### src/rtl/rom_arb_pkg.sv
package rom_arb_pkg;
  typedef struct packed {
    logic capHost;   // latch host address into ROM address register
    logic capCp;     // latch coprocessor address into ROM address register
    logic dummyOn;   // host read served from the fixed table
  } arbStrobe_t;
endpackage

### src/rtl/rom_arb_ctrl.sv
module rom_arb_ctrl
  import rom_arb_pkg::*;
#(
  parameter int FAST_CYC = 6,
  parameter int SLOW_CYC = 8
) (
  input  logic       clk,
  input  logic       rstN,
  input  logic       cpRunning,
  input  logic       cpOwnsRom,
  input  logic       hostReq,
  input  logic       hostFast,
  input  logic       cpReq,
  input  logic       cpFast,
  output arbStrobe_t strobe,
  output logic       romCs,
  output logic       hostValid,
  output logic       cpValid,
  output logic       cpGrant
);
  localparam int CntW = $clog2(SLOW_CYC + 1);
  localparam logic [CntW-1:0] FastLast = CntW'(FAST_CYC - 1);
  localparam logic [CntW-1:0] SlowLast = CntW'(SLOW_CYC - 1);

  logic busyQ, ownerCpQ, grantQ;
  logic [CntW-1:0] cntQ, lastQ;
  logic coOwns, endCycle, startCp, startHost, dummyOn;

  assign coOwns    = cpRunning & cpOwnsRom;
  assign endCycle  = busyQ && (cntQ == lastQ);
  assign startCp   = !busyQ && grantQ && coOwns && cpReq;
  assign startHost = !busyQ && !grantQ && !coOwns && hostReq;
  assign dummyOn   = hostReq && coOwns;

  always_ff @(posedge clk) begin
    if (!rstN) begin
      busyQ    <= 1'b0;
      ownerCpQ <= 1'b0;
      grantQ   <= 1'b0;
      cntQ     <= '0;
      lastQ    <= SlowLast;
    end else begin
      if (!busyQ || endCycle) grantQ <= coOwns;
      if (startCp || startHost) begin
        busyQ    <= 1'b1;
        cntQ     <= '0;
        ownerCpQ <= startCp;
        lastQ    <= (startCp ? cpFast : hostFast) ? FastLast : SlowLast;
      end else if (endCycle) begin
        busyQ <= 1'b0;
      end else if (busyQ) begin
        cntQ <= cntQ + 1'b1;
      end
    end
  end

  assign strobe.capHost = startHost;
  assign strobe.capCp   = startCp;
  assign strobe.dummyOn = dummyOn;
  assign romCs     = busyQ;
  assign cpGrant   = grantQ;
  assign cpValid   = endCycle && ownerCpQ;
  assign hostValid = dummyOn || (endCycle && !ownerCpQ);

  // a lone host read under coprocessor ownership starts no ROM cycle
  a_r2_dummy_no_rom: assert property (@(posedge clk) disable iff (!rstN)
    (hostReq && coOwns && !busyQ && !cpReq) |=> !romCs);
  // a coprocessor access only begins while it holds the grant
  a_r4_cp_needs_grant: assert property (@(posedge clk) disable iff (!rstN)
    ($rose(romCs) && ownerCpQ) |-> $past(grantQ));
  // valid strobe lasts one clock and ends the access
  a_r6_valid_single: assert property (@(posedge clk) disable iff (!rstN)
    (cpValid || (endCycle && !ownerCpQ)) |=> !romCs);
  // grant moves only on an access boundary
  a_r7_grant_boundary: assert property (@(posedge clk) disable iff (!rstN)
    !$stable(grantQ) |-> $past(!busyQ || endCycle));
  // owner of an access is fixed while it runs
  a_r9_owner_fixed: assert property (@(posedge clk) disable iff (!rstN)
    (busyQ && $past(busyQ) && !$past(endCycle)) |-> $stable(ownerCpQ));
endmodule

### src/rtl/rom_arb_dp.sv
module rom_arb_dp
  import rom_arb_pkg::*;
#(
  parameter int ADDR_W = 16
) (
  input  logic              clk,
  input  logic              rstN,
  input  arbStrobe_t        strobe,
  input  logic              romCs,
  input  logic [ADDR_W-1:0] hostAddr,
  input  logic [ADDR_W-1:0] cpAddr,
  input  logic [7:0]        romData,
  output logic [ADDR_W-1:0] romAddr,
  output logic [7:0]        hostData,
  output logic [7:0]        cpData
);
  logic [ADDR_W-1:0] addrQ;

  function automatic logic [7:0] vecByte(input logic [3:0] idx);
    if (idx[0]) return 8'h01;
    case (idx[3:1])
      3'd2:    return 8'h04;
      3'd5:    return 8'h08;
      3'd7:    return 8'h0C;
      default: return 8'h00;
    endcase
  endfunction

  always_ff @(posedge clk) begin
    if (!rstN) addrQ <= '0;
    else if (strobe.capCp) addrQ <= cpAddr;
    else if (strobe.capHost) addrQ <= hostAddr;
  end

  assign romAddr  = addrQ;
  assign hostData = strobe.dummyOn ? vecByte(hostAddr[3:0]) : romData;
  assign cpData   = romData;

  // ROM address is steady for the whole access
  a_r9_addr_stable: assert property (@(posedge clk) disable iff (!rstN)
    (romCs && $past(romCs) && !$past(strobe.capHost || strobe.capCp)) |-> $stable(romAddr));
endmodule

### src/rtl/rom_share_arb.sv
module rom_share_arb
  import rom_arb_pkg::*;
#(
  parameter int ADDR_W   = 16,
  parameter int FAST_CYC = 6,
  parameter int SLOW_CYC = 8
) (
  input  logic              clk,
  input  logic              rstN,
  input  logic              cpRunning,
  input  logic              cpOwnsRom,
  input  logic              hostReq,
  input  logic [ADDR_W-1:0] hostAddr,
  input  logic              hostFast,
  output logic [7:0]        hostData,
  output logic              hostValid,
  input  logic              cpReq,
  input  logic [ADDR_W-1:0] cpAddr,
  input  logic              cpFast,
  output logic              cpGrant,
  output logic [7:0]        cpData,
  output logic              cpValid,
  output logic              romCs,
  output logic [ADDR_W-1:0] romAddr,
  input  logic [7:0]        romData
);
  arbStrobe_t strobe;

  rom_arb_ctrl #(.FAST_CYC(FAST_CYC), .SLOW_CYC(SLOW_CYC)) i_ctrl (
    .clk(clk), .rstN(rstN), .cpRunning(cpRunning), .cpOwnsRom(cpOwnsRom),
    .hostReq(hostReq), .hostFast(hostFast), .cpReq(cpReq), .cpFast(cpFast),
    .strobe(strobe), .romCs(romCs), .hostValid(hostValid), .cpValid(cpValid),
    .cpGrant(cpGrant)
  );

  rom_arb_dp #(.ADDR_W(ADDR_W)) i_dp (
    .clk(clk), .rstN(rstN), .strobe(strobe), .romCs(romCs),
    .hostAddr(hostAddr), .cpAddr(cpAddr), .romData(romData),
    .romAddr(romAddr), .hostData(hostData), .cpData(cpData)
  );
endmodule

### config.mk
export PLATFORM = sky130hd
export DESIGN_NAME = rom_share_arb
export DESIGN_NICKNAME = d
export VERILOG_FILES = /design/src/rtl/rom_arb_pkg.sv /design/src/rtl/rom_arb_ctrl.sv /design/src/rtl/rom_arb_dp.sv /design/src/rtl/rom_share_arb.sv
export SDC_FILE = /design/constraint.sdc
export NUM_CORES = 1
export LEC_CHECK = 0
export ABC_AREA = 1
export BUFFER_PORTS_ARGS = -buffer_cell sky130_fd_sc_hd__buf_2
export CAP_MARGIN = 5
export CORE_MARGIN = 1.5
export CORE_UTILIZATION = 44
export DETAILED_ROUTE_END_ITERATION = 6
export PLACE_DENSITY = 0.79
export SYNTH_ARGS = -nofsm -noshare
export SYNTH_HDL_FRONTEND = slang
export SYNTH_HIERARCHICAL = 1
export SYNTH_SLANG_ARGS = --single-unit
### constraint.sdc
create_clock -name clk -period 2.6 [get_ports clk]
set_clock_uncertainty 0.2 [all_clocks]
set_input_delay 0.78 -clock clk [delete_from_list [all_inputs] [get_ports clk]]
set_output_delay 0.78 -clock clk [all_outputs]
set_load 0.005 [all_outputs]
==> results.json <==
{
  "synthAdderAreaFrac_pct": 0.854,
  "finalCritPeriodShare_pct": 96.7,
  "synth_top_family_by_area": "simple AND/OR/NAND/NOR gates",
  "die_w_um": 60.7,
  "portBuffers": 83,
  "min_period_ps": 2510,
  "drv_slew": 0,
  "cts_buffers": 3,
  "grt_first_pass_wirelength_mm": 5.27,
  "grt_max_degree": 21,
  "ys_types": 21,
  "synthCells": 227,
  "cp.arrival_ps": 1530,
  "relSlewSlack_pct": 70.5,
  "postCtsSetupRepairBufs": 0,
  "dr.first_iter.drc_count": 71,
  "cts.path.max_buffers": 2,
  "die_area_mm2": 0.00369,
  "rows": 20,
  "ioPinCount": 84,
  "core_mm2": 0.00310,
  "cts_resized": 0,
  "synth_nets": 276,
  "rsz0062_at_grt": "false",
  "finalSetupViolCount": 0,
  "muxShareOfSynthArea_pct": 0,
  "synth_area_mm2": 0.00147,
  "place_ws_ps": 76.4,
  "routed_via_density": 4.53,
  "synth_seq_cells": 24,
  "cp-start-kind": "input pin",
  "grtUsageTotal_pct": 18.6,
  "seq_area_frac_synth_pct": 32.8,
  "final_cell_mix": "buf_2, nand2_1, nand3_1",
  "cts_hold_buf": 0,
  "max_cap_violations": 0,
  "p_per_area_mw_per_mm2": 470,
  "cts_root_buf": "clkbuf_4",
  "hpwl_mm": 2.69,
  "firstDrtPassIters": 4,
  "finalHoldViolCount": 0,
  "cts_tree": "built",
  "finalWirelength_mm": 3.44,
  "antenna_found_initial": 0,
  "drc": 0,
  "syn_to_final_growth_pct": 28.3,
  "hp-class": "reg -> reg",
  "ir_drop_uv": 372,
  "end_kind": "output pin",
  "cp.required_ps": 1620,
  "synth_compound_area_share_pct": 2.90,
  "synth-xor-area-share_pct": 0.598,
  "clock_latency_ps": 310,
  "detail_route.wl_per_cell_um": 10.0,
  "place_congestion": 0.803,
  "htree_levels": 1,
  "fin_tns_setup_ps": 0,
  "diodes": 0,
  "fin_nets": 349,
  "grt_pass1_vias": 1314,
  "gr-total-overflow": 0,
  "synth-simple-area-share_pct": 42.4,
  "clk_pin_slew_ps": 130,
  "total_leakage_power_nw": 1.16,
  "ant_nets": 0,
  "die_y_um": 60.7,
  "clock_sinks": 24,
  "status": "completed",
  "timing.fmax_mhz": 398,
  "mostFrequentLayoutCell": "buf_2",
  "crit_type": "in -> out",
  "drive_gt1_share_pct": 34.8,
  "via_count": 1555,
  "start_util_pct": 47.2,
  "path_max_fanout": 4,
  "setup_ws_ps": 87.0,
  "avgSynthCellArea_um2": 6.45,
  "yosysWarnings": 6,
  "tightest_slew_ps": 443
}
-- sequential cells by signal (all words and copies together), names as in the netlist --
| signal | count |
|---|---|
| i_ctrl/ownerCpQ | 1 |
| i_ctrl/lastQ | 1 |
| i_dp/romAddr | 16 |
| i_ctrl/cntQ | 4 |
| i_ctrl/romCs | 1 |
| i_ctrl/cpGrant | 1 |
-- power by group --
group	internal [W]	total, W	switching, W
logic	0.0000962	0.000203	0.000107
clock network	0.000156	0.000268	0.000113
registers	0.000392	0.000411	0.0000188
total	0.000644	0.000882	0.000238
-- Yosys cell counts, drive strengths merged --
library cell / n / area (µm²)
nand2: 76 / 308
ha: 1 / 12.5
o21ai: 1 / 5.00
dfxtp: 24 / 480
a21oi: 6 / 30.0
nor2: 15 / 80.1
o31ai: 1 / 7.51
xor2: 1 / 8.76
clkbuf: 1 / 3.75
nor3: 1 / 5.00
inv: 37 / 139
buf: 19 / 158
nand4: 2 / 12.5
nand3: 42 / 215
-- layout make-up --
cell class                 instances  area, µm²
clock buffer                       3       22.5
clock inverter                     1       30.0
fill                             323       1220
inverter                          37        139
multi-input combinational        146        687
sequential                        24        480
tap                               44       55.1
timing repair buffer              88        465
-- worst max-delay path, stage by stage --
cell	delay [ps]
buf_2	90
inv_1	40
nor2_1	150
inv_1	110
o31ai_1	220
buf_2	140
-- metrics by stage --
| stage | cell area, µm² | std cells | utilization [%] | hold slack [ps] | power (W) |
|---|---|---|---|---|---|
| final | 1880 | 343 | 60.6 | 283 | 0.000882 |
| after global routing | 1880 | 343 | 60.6 | 305 | 0.000935 |
| after CTS | 1880 | 343 | 60.5 | 279 | 0.000898 |
| after detailed placement | 1820 | 339 | 58.8 | 259 | 0.000624 |
| after global placement | 1820 | 339 | 58.8 | 251 | 0.000620 |
| after floorplan | 1470 | 227 | - | 237 | 0.000546 |
-- cell families after synthesis --
| logic type | count (synthesis) |
|---|---|
| compound gates | 8 |
| xor+xnor | 1 |
| fa+ha+maj | 1 |
| buf+inv | 57 |
| flops | 24 |
| simple gates | 136 |
-- worst paths after layout --
path | start | to | slack [ps] | cells past startpoint
min reg2reg | i_ctrl/ownerCpQ | i_ctrl/ownerCpQ | 280 | 2
max | hostReq | hostData[3] | 90 | 6
min | i_ctrl/ownerCpQ | i_ctrl/ownerCpQ | 280 | 2
max reg2reg | i_ctrl/romCs | i_dp/romAddr[2] | 760 | 8
-- routing by layer --
layer,vias up,global-route usage [%],wire length (µm)
met3,4,2.35,250
met2,51,32.9,1540
met5,-,0,0
met4,0,6.52,35
met1,669,23.3,1610
li1,831,-,-
Note: power is estimated with default switching activity, not from simulation.
